===== src/rtl/mmu_sreg_pkg.sv =====
// Shared register numbers, word field positions and helpers for the MMU
// special register unit. Assumes 32-bit words and 1 KiB minimum pages.
package mmu_sreg_pkg;

    typedef enum logic [2:0] {
        SR_PID    = 3'd0,
        SR_ZONE   = 3'd1,
        SR_TLB_LO = 3'd2,
        SR_TLB_HI = 3'd3,
        SR_INDEX  = 3'd4,
        SR_SEARCH = 3'd5,
        SR_AUX0   = 3'd6,
        SR_AUX1   = 3'd7
    } sreg_e;

    localparam int          WORD_W    = 32;
    localparam int          TID_W     = 8;
    localparam int          VALID_BIT = 6;
    localparam int          SIZE_LSB  = 7;
    localparam int          ZONE_LSB  = 4;
    localparam logic [31:0] EPN_MASK  = 32'hFFFF_FC00;

    // Mask that keeps the address bits above the page offset for a size code.
    function automatic logic [31:0] page_mask(input logic [2:0] code);
        logic [4:0] lsb;
        lsb = 5'd10 + {1'b0, code, 1'b0};
        return ~((32'd1 << lsb) - 32'd1);
    endfunction

endpackage


===== src/rtl/mmu_tlb_store.sv =====
// Translation entry storage: tag, data and translation ID per entry, one
// write port and one read port. Assumes at most one word written per cycle.
module mmu_tlb_store
    import mmu_sreg_pkg::*;
#(
    parameter int ENTRIES = 8,
    localparam int IDX_W  = $clog2(ENTRIES)
) (
    input  logic                           clk,
    input  logic                           rst_n,
    input  logic                           wr_tag_en,
    input  logic                           wr_data_en,
    input  logic [IDX_W-1:0]               wr_idx,
    input  logic [WORD_W-1:0]              wr_word,
    input  logic [TID_W-1:0]               wr_tid,
    input  logic [IDX_W-1:0]               rd_idx,
    output logic [WORD_W-1:0]              rd_tag,
    output logic [WORD_W-1:0]              rd_data,
    output logic [TID_W-1:0]               rd_tid,
    output logic [ENTRIES-1:0][WORD_W-1:0] tag_vec,
    output logic [ENTRIES-1:0][WORD_W-1:0] data_vec,
    output logic [ENTRIES-1:0][TID_W-1:0]  tid_vec
);

    for (genvar e = 0; e < ENTRIES; e++) begin : g_entry
        // Entry e: clear on reset, take the addressed word on a write.
        always_ff @(posedge clk) begin
            if (!rst_n) begin
                tag_vec[e]  <= '0;
                data_vec[e] <= '0;
                tid_vec[e]  <= '0;
            end else begin
                if (wr_tag_en && wr_idx == IDX_W'(e)) begin
                    tag_vec[e] <= wr_word;
                    tid_vec[e] <= wr_tid;
                end
                if (wr_data_en && wr_idx == IDX_W'(e)) begin
                    data_vec[e] <= wr_word;
                end
            end
        end
    end

    // Read port: combinational selection of one entry.
    always_comb begin
        rd_tag  = tag_vec[rd_idx];
        rd_data = data_vec[rd_idx];
        rd_tid  = tid_vec[rd_idx];
    end

    AST_TAG_WRITE_LANDS: assert property (@(posedge clk) disable iff (!rst_n)
        wr_tag_en |=> tag_vec[$past(wr_idx)] == $past(wr_word)
                      && tid_vec[$past(wr_idx)] == $past(wr_tid));

endmodule


===== src/rtl/mmu_tlb_search.sv =====
// Combinational lookup across all entries for a read access at the given
// privilege. Returns the lowest matching entry. Assumes ZPR zone z sits in
// bits 31-2z:30-2z and that a zone value of 0 denies user access.
module mmu_tlb_search
    import mmu_sreg_pkg::*;
#(
    parameter int ENTRIES   = 8,
    parameter int NUM_ZONES = 15,
    localparam int IDX_W    = $clog2(ENTRIES)
) (
    input  logic [ENTRIES-1:0][WORD_W-1:0] tag_vec,
    input  logic [ENTRIES-1:0][WORD_W-1:0] data_vec,
    input  logic [ENTRIES-1:0][TID_W-1:0]  tid_vec,
    input  logic [WORD_W-1:0]              va,
    input  logic [TID_W-1:0]               pid,
    input  logic [WORD_W-1:0]              zpr,
    input  logic                           user_mode,
    output logic                           hit,
    output logic [IDX_W-1:0]               hit_idx
);

    localparam logic [4:0] ZONE_LIM = 5'(NUM_ZONES);

    logic [ENTRIES-1:0] match;

    for (genvar e = 0; e < ENTRIES; e++) begin : g_cmp
        logic [31:0] mask;
        logic [3:0]  zsel;
        logic [4:0]  zsh;
        logic [31:0] zshift;
        logic [1:0]  zval;
        logic        addr_ok, tid_ok, zone_ok;

        // Per-entry match: valid, page, translation ID and zone access.
        always_comb begin
            mask    = page_mask(tag_vec[e][SIZE_LSB +: 3]);
            addr_ok = ((va ^ tag_vec[e]) & mask) == 32'd0;
            tid_ok  = (tid_vec[e] == '0) || (tid_vec[e] == pid);
            zsel    = data_vec[e][ZONE_LSB +: 4];
            zsh     = 5'd30 - {zsel, 1'b0};
            zshift  = zpr >> zsh;
            zval    = zshift[1:0];
            if ({1'b0, zsel} > ZONE_LIM) zval = 2'd1;
            zone_ok = !(user_mode && zval == 2'd0);
            match[e] = tag_vec[e][VALID_BIT] && addr_ok && tid_ok && zone_ok;
        end
    end

    // Priority pick: the lowest-numbered matching entry wins.
    always_comb begin
        hit     = 1'b0;
        hit_idx = '0;
        for (int i = ENTRIES - 1; i >= 0; i--) begin
            if (match[i]) begin
                hit     = 1'b1;
                hit_idx = IDX_W'(i);
            end
        end
    end

endmodule


===== src/rtl/mmu_sreg_unit.sv =====
// MMU special register unit: decodes register reads and writes, gates them by
// MMU mode and access level, drives the entry store and runs searches.
// Assumes single-cycle request strobes; read data is registered.
module mmu_sreg_unit
    import mmu_sreg_pkg::*;
#(
    parameter int ENTRIES   = 8,
    parameter int NUM_ZONES = 15,
    localparam int IDX_W    = $clog2(ENTRIES)
) (
    input  logic        clk,
    input  logic        rst_n,
    input  logic [1:0]  cfg_mode,
    input  logic [1:0]  cfg_access,
    input  logic        user_mode,
    input  logic        req_valid,
    input  logic        req_write,
    input  logic [2:0]  req_reg,
    input  logic [31:0] req_wdata,
    output logic [31:0] rsp_rdata
);

    localparam logic [8:0] ENT_LIM = 9'(ENTRIES);

    logic [31:0] pid_q, zone_q, index_q, aux0_q, aux1_q;
    logic        unit_on, priv_wr, rd_ok, in_range, is_window;
    logic        wr_go, rd_go, hi_read_load;
    logic [IDX_W-1:0] ent;
    logic [31:0] rd_tag, rd_data, rd_val;
    logic [TID_W-1:0] rd_tid;
    logic [ENTRIES-1:0][WORD_W-1:0] tag_vec, data_vec;
    logic [ENTRIES-1:0][TID_W-1:0]  tid_vec;
    logic        srch_hit;
    logic [IDX_W-1:0] srch_idx;

    // Access gating and entry selection.
    always_comb begin
        unit_on   = (cfg_mode >= 2'd2) && (cfg_access != 2'd0);
        priv_wr   = cfg_access > 2'd1;
        rd_ok     = cfg_access[0];
        in_range  = {1'b0, index_q[7:0]} < ENT_LIM;
        ent       = index_q[IDX_W-1:0];
        is_window = req_reg[2:1] == 2'b01;
        wr_go     = req_valid && req_write && unit_on;
        rd_go     = req_valid && !req_write && unit_on;
        hi_read_load = rd_go && rd_ok && in_range && req_reg == SR_TLB_HI;
    end

    mmu_tlb_store #(.ENTRIES(ENTRIES)) store_i (
        .clk        (clk),
        .rst_n      (rst_n),
        .wr_tag_en  (wr_go && is_window && in_range && req_reg[0]),
        .wr_data_en (wr_go && is_window && in_range && !req_reg[0]),
        .wr_idx     (ent),
        .wr_word    (req_wdata),
        .wr_tid     (pid_q[TID_W-1:0]),
        .rd_idx     (ent),
        .rd_tag     (rd_tag),
        .rd_data    (rd_data),
        .rd_tid     (rd_tid),
        .tag_vec    (tag_vec),
        .data_vec   (data_vec),
        .tid_vec    (tid_vec)
    );

    mmu_tlb_search #(.ENTRIES(ENTRIES), .NUM_ZONES(NUM_ZONES)) search_i (
        .tag_vec   (tag_vec),
        .data_vec  (data_vec),
        .tid_vec   (tid_vec),
        .va        (req_wdata & EPN_MASK),
        .pid       (pid_q[TID_W-1:0]),
        .zpr       (zone_q),
        .user_mode (user_mode),
        .hit       (srch_hit),
        .hit_idx   (srch_idx)
    );

    // Read multiplexer with per-register gating.
    always_comb begin
        rd_val = '0;
        unique case (sreg_e'(req_reg))
            SR_PID:    rd_val = rd_ok ? pid_q : '0;
            SR_ZONE:   rd_val = rd_ok ? zone_q : '0;
            SR_TLB_LO: rd_val = (rd_ok && in_range) ? rd_data : '0;
            SR_TLB_HI: rd_val = (rd_ok && in_range) ? rd_tag : '0;
            SR_INDEX:  rd_val = index_q;
            SR_SEARCH: rd_val = '0;
            SR_AUX0:   rd_val = aux0_q;
            SR_AUX1:   rd_val = aux1_q;
            default:   rd_val = '0;
        endcase
    end

    // Registered read data; zero for a disabled read.
    always_ff @(posedge clk) begin
        if (!rst_n)      rsp_rdata <= '0;
        else if (req_valid && !req_write) rsp_rdata <= unit_on ? rd_val : '0;
    end

    // Process ID: privileged write, or load from a tag-window read.
    always_ff @(posedge clk) begin
        if (!rst_n)                                   pid_q <= '0;
        else if (wr_go && priv_wr && req_reg == SR_PID) pid_q <= req_wdata;
        else if (hi_read_load)                         pid_q <= {24'd0, rd_tid};
    end

    // Zone protection register: privileged write only.
    always_ff @(posedge clk) begin
        if (!rst_n)                                     zone_q <= '0;
        else if (wr_go && priv_wr && req_reg == SR_ZONE) zone_q <= req_wdata;
    end

    // Index register: direct write, or search result.
    always_ff @(posedge clk) begin
        if (!rst_n) index_q <= '0;
        else if (wr_go && req_reg == SR_INDEX) index_q <= req_wdata;
        else if (wr_go && priv_wr && req_reg == SR_SEARCH) begin
            if (srch_hit) index_q <= 32'(srch_idx);
            else          index_q <= index_q | 32'h8000_0000;
        end
    end

    // General registers: plain storage.
    always_ff @(posedge clk) begin
        if (!rst_n) begin
            aux0_q <= '0;
            aux1_q <= '0;
        end else if (wr_go && req_reg == SR_AUX0) aux0_q <= req_wdata;
        else if (wr_go && req_reg == SR_AUX1)     aux1_q <= req_wdata;
    end

    AST_OFF_READS_ZERO: assert property (@(posedge clk) disable iff (!rst_n)
        (req_valid && !req_write && !unit_on) |=> rsp_rdata == 32'd0);
    AST_OFF_WRITE_INERT: assert property (@(posedge clk) disable iff (!rst_n)
        (req_valid && req_write && !unit_on) |=>
        $stable(pid_q) && $stable(zone_q) && $stable(index_q));
    AST_GUARDED_WRITE: assert property (@(posedge clk) disable iff (!rst_n)
        (req_valid && req_write && cfg_access < 2'd2 &&
         (req_reg == SR_PID || req_reg == SR_ZONE || req_reg == SR_SEARCH)) |=>
        $stable(pid_q) && $stable(zone_q) && $stable(index_q));
    AST_MISS_KEEPS_LOW: assert property (@(posedge clk) disable iff (!rst_n)
        (wr_go && priv_wr && req_reg == SR_SEARCH && !srch_hit) |=>
        index_q[31] && index_q[30:0] == $past(index_q[30:0]));
    AST_HI_READ_PID: assert property (@(posedge clk) disable iff (!rst_n)
        hi_read_load |=> pid_q == {24'd0, $past(rd_tid)});
    AST_READ_GATED: assert property (@(posedge clk) disable iff (!rst_n)
        (req_valid && !req_write && !cfg_access[0] && req_reg != SR_INDEX &&
         req_reg[2:1] != 2'b11 && req_reg != SR_SEARCH) |=> rsp_rdata == 32'd0);

endmodule


===== config.mk =====
export PLATFORM = sky130hd
export DESIGN_NAME = mmu_sreg_unit
export DESIGN_NICKNAME = d
export VERILOG_FILES = /design/src/rtl/mmu_sreg_pkg.sv /design/src/rtl/mmu_tlb_store.sv /design/src/rtl/mmu_tlb_search.sv /design/src/rtl/mmu_sreg_unit.sv
export SDC_FILE = /design/constraint.sdc
export NUM_CORES = 2
export LEC_CHECK = 0
export BUFFER_PORTS_ARGS = -buffer_cell sky130_fd_sc_hd__buf_2
export CAP_MARGIN = 5
export CORE_MARGIN = 1.5
export CORE_UTILIZATION = 42
export DETAILED_ROUTE_END_ITERATION = 10
export PLACE_DENSITY = 0.71
export SLEW_MARGIN = 10
export SYNTH_ARGS = -nofsm -noshare
export SYNTH_HDL_FRONTEND = slang
export SYNTH_SLANG_ARGS = --single-unit

===== constraint.sdc =====
create_clock -name clk -period 3.7 [get_ports clk]
set_clock_uncertainty 0.15 [all_clocks]
set_input_delay 0.37 -clock clk [delete_from_list [all_inputs] [get_ports clk]]
set_output_delay 0.37 -clock clk [all_outputs]
set_load 0.02 [all_outputs]

# == Word-level counts from Yosys, hierarchy flattened ==
# Index checks and enable logic that the tools add are counted.
# op_classes
n_eq_ne,23
n_addsub,24
muxes,33
shifts,16
bitwise_logic,25
n_lt_le_gt_ge,4
n_reduce_logical,118
# op_table
cell,n
32-bit two-way mux,12
32-bit AND,8
32-bit zero test,8
32-bit NOT,8
32-bit case mux with 8 select lines,1
"1-bit by 5-bit left shift with 32-bit output, first input constant",8
32-bit by 5-bit >> shifter with 2-bit output,8
"32-bit by 1-bit subtractor with 32-bit output, second input constant",8
32-bit bitwise XOR,8
32-bit binary-select mux with 3-bit select,2
1-bit logical AND,68
8-bit == test,8
8-bit zero test,8
"4-bit by 4-bit adder with 5-bit output, first input constant",8
"5-bit subtractor, first input constant",8
8-bit binary-select mux with 3-bit select,1
"3-bit == test, second input constant",8
3-bit two-way mux,8
2-bit zero test,8
"3-bit by 2-bit == test with 1-bit output, second input constant",4
1-bit zero test,10
1-bit logical OR,8
"8-bit by 4-bit less-than comparator with 1-bit output, second input constant",1
1-bit two-way mux,8
10 further kinds,16
# totals
word_cells,274
in_bits,44
ff_bits,768

# == Depth between registers and ports, before layout ==
# depth
depth_word,20
mapped_depth,20
ltp_nobuf,15

# == Hierarchy ==
# From an unflattened synthesis, not the netlist that was laid out.
# hier_totals
cells_unflattened,5150
hier_area_um2,43459.2
# by_module_without_submodules
mod,area_each_um2,instances,cells_per_inst,seq_area_each_um2
mmu_tlb_store,26081.3,1,2867,11531.1
mmu_sreg_unit,9108.7,1,1137,3843.7
mmu_tlb_search,8269.2,1,1146,0.0

# == Worst setup path after synthesis ==
# OpenSTA, ideal clock, no wires.
# synth_timing
path_type,register -> register
from,register store_i.tag_vec[40] (netlist bit)
to,register index_q[10]
t_arrival_ns,3.859
path_slack_ns,-0.426
setup_time_ns,0.117
path_buffers,4
stages_incl_launch_ff,20
period_less_slack_ns,4.126
cell_sequence,dfxtp_1 > buf_2 > nand2_1 > inv_1 > ha_1 > buf_2 > clkbuf_1 > or4_1 > ha_1 > nor2b_1 > o41ai_1 > nor3b_1 > o22ai_1 > a211oi_1 > nand4_1 > o22ai_2 > o31a_4 > nor3_4 > buf_6 > a22o_1
# synth_between
elab_chain_len,13
elab_cells_between_ends,14
# synth_lines
element,line_no,source
from (decl),mmu_tlb_store.sv:20,"output logic [ENTRIES-1:0][WORD_W-1:0] tag_vec,"
"from (signal, indexed assignment)",mmu_tlb_store.sv:34,tag_vec[e] <= wr_word;
4-bit by 4-bit adder with 5-bit output,mmu_sreg_pkg.sv:26,"lsb = 5'd10 + {1'b0, code, 1'b0};"
1-bit by 5-bit left shift with 32-bit output,mmu_sreg_pkg.sv:27,return ~((32'd1 << lsb) - 32'd1);
32-bit by 1-bit subtractor with 32-bit output,mmu_sreg_pkg.sv:27,
32-bit NOT,mmu_sreg_pkg.sv:27,
32-bit AND (*),mmu_tlb_search.sv:37,addr_ok = ((va ^ tag_vec[e]) & mask) == 32'd0;
32-bit zero test (*),mmu_tlb_search.sv:37,
1-bit logical AND (*) (3 in series),mmu_tlb_search.sv:45,match[e] = tag_vec[e][VALID_BIT] && addr_ok && tid_ok && zone_ok;
1-bit two-way mux (*) (2 in series),mmu_tlb_search.sv:54,if (match[i]) begin
2-bit nonzero test (no line) (*),-,
2-bit AND reduction (no line) (*),-,
to (signal assigned),mmu_sreg_unit.sv:116,else if (wr_go && req_reg == SR_INDEX) index_q <= req_wdata;
to (signal assigned),mmu_sreg_unit.sv:118,if (srch_hit) index_q <= 32'(srch_idx);
to (signal assigned),mmu_sreg_unit.sv:119,else index_q <= index_q | 32'h8000_0000;
to (decl),mmu_sreg_unit.sv:25,"logic [31:0] pid_q, zone_q, index_q, aux0_q, aux1_q;"
# Mark *: on every way between the ends. The rest lies on a longest branch, timed or not.
# A chain may end at the register's enable or synchronous reset.

# == Final worst setup path ==
# layout_timing
from,register store_i.tag_vec[104] (netlist bit)
to,register index_q[2]
# layout_between
elab_chain_len,16
elab_cells_between_ends,23
# layout_lines
element,line_no,source
4-bit by 4-bit adder with 5-bit output,mmu_sreg_pkg.sv:26,
1-bit by 5-bit left shift with 32-bit output,mmu_sreg_pkg.sv:27,
32-bit by 1-bit subtractor with 32-bit output,mmu_sreg_pkg.sv:27,
32-bit NOT,mmu_sreg_pkg.sv:27,
32-bit AND (*),mmu_tlb_search.sv:37,
32-bit zero test (*),mmu_tlb_search.sv:37,
1-bit logical AND (*) (3 in series),mmu_tlb_search.sv:45,
3-bit two-way mux (4 in series),mmu_tlb_search.sv:54,
32-bit two-way mux,mmu_sreg_unit.sv:118,
32-bit two-way mux,mmu_sreg_unit.sv:117,else if (wr_go && priv_wr && req_reg == SR_SEARCH) begin
32-bit two-way mux,mmu_sreg_unit.sv:116,
# Mark *: on every way between the ends. The rest lies on a longest branch, timed or not. The select of a mux whose other input is x is not followed.

==> impl_metrics.toml <==
[timing]
setup_viol_count_final = 30
slew_margin_rel = 0.156
layout_setup_ws_ns = -0.152
unrepaired_setup_endpoints_after_global_routing = "yes"
tns_ns = -3.20
period_share = 1.04
report.final.slew_viol_count = 0
shortest_clock_period_the_worst_path_allows_after_layout_ns = 3.85
final_hold_viol_count = 0
worst_pin_slew_ns = 1.26
maxClockFrequency_mhz = 260

[detailed_routing]
detailedRoute.firstPassIterationCount = 6
avgRoutedWirePerCell_um = 24.4
dr.first_iter.drc_count = 5632
antenna_left = 0
via_per_inst = 6.17
drc = 0
routed_vias = 39777
wl_um = 157000

[worst_setup_path]
cp_common_cell = "ha_4"
cpPeakStageDelay_ns = 0.57
cp-start-kind = "register"
timing.critical_path.arrival_ns = 4.24
critPathSlowestCell = "or4b_4"
chain_of_cells_forming_the_critical_path = "and2_4, ha_4, or4_4, ha_4, nand2_2, o211ai_1, buf_4, a211oi_2, o2111ai_2, a2111oi_4, nand2_1, or4b_4, nor3b_4, o221a_1, o21a_1"
cp.required_ns = 4.09
critical_path_class = "reg -> reg"
critical_path_peak_fanout = 2
timing.critical_path.to_type = "register"

[logic_synthesis]
yosysSeqAreaShare = 0.378
yosysUniqueCellTypes = 101
synth_top_family_by_area = "simple AND/OR/NAND/NOR gates"
yosys.area_share.xor_xnor = 0.0524
avgSynthCellArea_um2 = 7.97
compound_cell_area_share_of_the_yosys_netlist = 0.181
synthesis.yosys.warnings = 0
synth-simple-area-share = 0.206
async_flop_share = 0
edff_count_synth = 0
synth.mux.area_fraction = 0.127
mappedNetlistArea_um2 = 40700
synthesis.instances = 5112
ys.flop_type = "dfxtp_1"
synthAdderAreaFrac = 0.00544
synth-seq-cells = 768

[floorplanning]
io-pin-count = 76
floorplan.initialDensity = 0.422
die_h_um = 314
die_w_um = 314
num_rows = 114
die_area_um2 = 98800
design.core.area_um2 = 96400

[layout]
nFillCells = 9181
design.final.nets = 5170
most-common-layout-cells = "nand2_1 (1,486), a21oi_1 (843), dfxtp_1 (759), buf_4 (264), mux4_2 (178)"
post_route_cells_drive_above_1_share = 0.156
mostFrequentLayoutCell = "nand2_1"
syn_to_final_growth_pct = 15.4

[pwr]
cellLeakagePower_nw = 15.2
total_power_draw_mw = 18.4
power_density_nw_per_um2 = 391
power.ir.vdd_worst_mv = 0.332

[global_routing]
grt_overflow_total = 0
grt_first_pass_wirelength_um = 235000
groute.usage.overall = 0.310
antenna_found_initial = 6
grt_max_degree = 117
grt_pass1_vias = 36819

[clock_network]
clkLatencyLatePin_ns = 0.66
cts.root.buffer_cell = "clkbuf_16"
h_tree_depth = 3
clk_pin_slew_ns = 0.06
cts_inserted_buffers = 84
tritoncts_clock_tree = "done"
clk_path_buf_depth = 3
clock_sinks = 768

[job]
maxCapViolCount = 0

[run_status]
violations = "setup timing"
outcome = "finished, violations left"

[placement]
port-buffer-count = 74
gp_congestion = 1.02
detailed_place_hpwl_um = 108000

[min_path]
hold_class = "in -> reg"
synth_stat cells (17+ instances only):
master	n	area, µm²
xor2_1	83	727
nand4_1	46	288
clkbuf_1	371	1390
nor4_1	47	294
o211ai_1	17	128
nand2_1	1488	5590
nor3_1	64	320
mux4_2	178	4010
dfxtp_1	768	15400
inv_1	30	113
a22o_1	33	289
nand3_1	72	360
xnor2_1	159	1390
buf_2	71	355
a211oi_1	34	255
mux2i_1	111	1110
o21ai_0	109	546
a21oi_1	844	4220
o22ai_1	66	413
nor2_1	150	563
buf_1	31	116
nor2b_1	19	119
worst max-delay path, delay by kind of cell (launching register included):
kind	cells	cell delay (ns)
simple gates	6	1.51
compound gates	6	1.12
fa+ha+maj	2	0.44
flops	1	0.32
buf+inv	1	0.19
kinds of logic after synthesis:
kind of cell | count (synthesis)
AOI/OAI and AO/OA | 1278
xor gates and xnor gates | 243
adders and majority gates | 18
buffers and inverters | 516
DFF | 768
muxes | 292
other | 1
and+or+nand+nor | 1996
timing repair:
item	CTS	global route
hold endpoints to repair	26	0
buffers inserted	5	5
hold buffers	10	0
pin swaps	11	12
resized for setup	15	24
gates cloned	1	2
setup endpoints to repair	32	32
metrics by stage:
| stage | setup WS, ns | cells | hold WS (ns) | area [µm²] | utilization |
|---|---|---|---|---|---|
| 3_3_place_gp | -0.279 | 6277 | 0.288 | 43600 | 0.453 |
| 6_report | -0.152 | 6451 | 0.0356 | 47000 | 0.488 |
| 3_5_place_dp | -0.437 | 6277 | 0.293 | 43600 | 0.453 |
| 2_1_floorplan | -0.0324 | 5119 | 0.283 | 41000 | - |
| 5_1_grt | -0.246 | 6451 | 0.0682 | 47000 | 0.488 |
| 4_1_cts | -0.132 | 6442 | 0.0156 | 46800 | 0.485 |
registers in the layout (all words and copies together), names as in the netlist:
register	flops
index_q	32
aux0_q	32
zone_q	32
store_i.tid_vec	64
store_i.tag_vec	256
pid_q	32
aux1_q	32
rsp_rdata	32
store_i.data_vec	256
final timing paths:
| path | slack, ns | startpoint | cells after the start | end |
|---|---|---|---|---|
| setup / recovery | -0.15 | store_i.tag_vec[104]$_SDFFE_PN0P_ | 15 | index_q[2]$_SDFFE_PN0P_ |
| hold / removal | 0.04 | req_wdata[12] | 3 | store_i.tag_vec[44]$_SDFFE_PN0P_ |
| setup reg to reg | -0.15 | store_i.tag_vec[104]$_SDFFE_PN0P_ | 15 | index_q[2]$_SDFFE_PN0P_ |
| hold reg to reg | 0.30 | store_i.data_vec[210]$_SDFFE_PN0P_ | 2 | store_i.data_vec[210]$_SDFFE_PN0P_ |
power breakdown:
part           leakage, nW  switching (mW)  total, mW  internal, mW
Clock                 1.42            3.69       8.95          5.26
Sequential            6.19          0.0177       8.30          8.28
Combinational         7.58           0.805       1.13         0.322
Total                 15.2            4.51       18.4          13.9
per-layer routing:
metal  GRT usage  part of all wire  vias up
met2       0.452              0.42     2568
met5     0.00774           0.00095        -
li1            -                 -    17741
met4       0.168             0.062       10
met3      0.0741              0.12      485
met1       0.420              0.39    18973
final cells by class:
cell class / count / area, µm² / area share
tap: 1276 / 1600 / 0.0340
clock buffer: 118 / 2440 / 0.0519
sequential: 768 / 15400 / 0.327
antenna: 2 / 5.00 / 0.000106
multi-input combinational: 3835 / 23700 / 0.505
clock inverter: 31 / 470 / 0.0100
inverter: 33 / 133 / 0.00282
timing repair buffer: 388 / 3250 / 0.0691
Note: power is estimated with default switching activity, not from simulation.
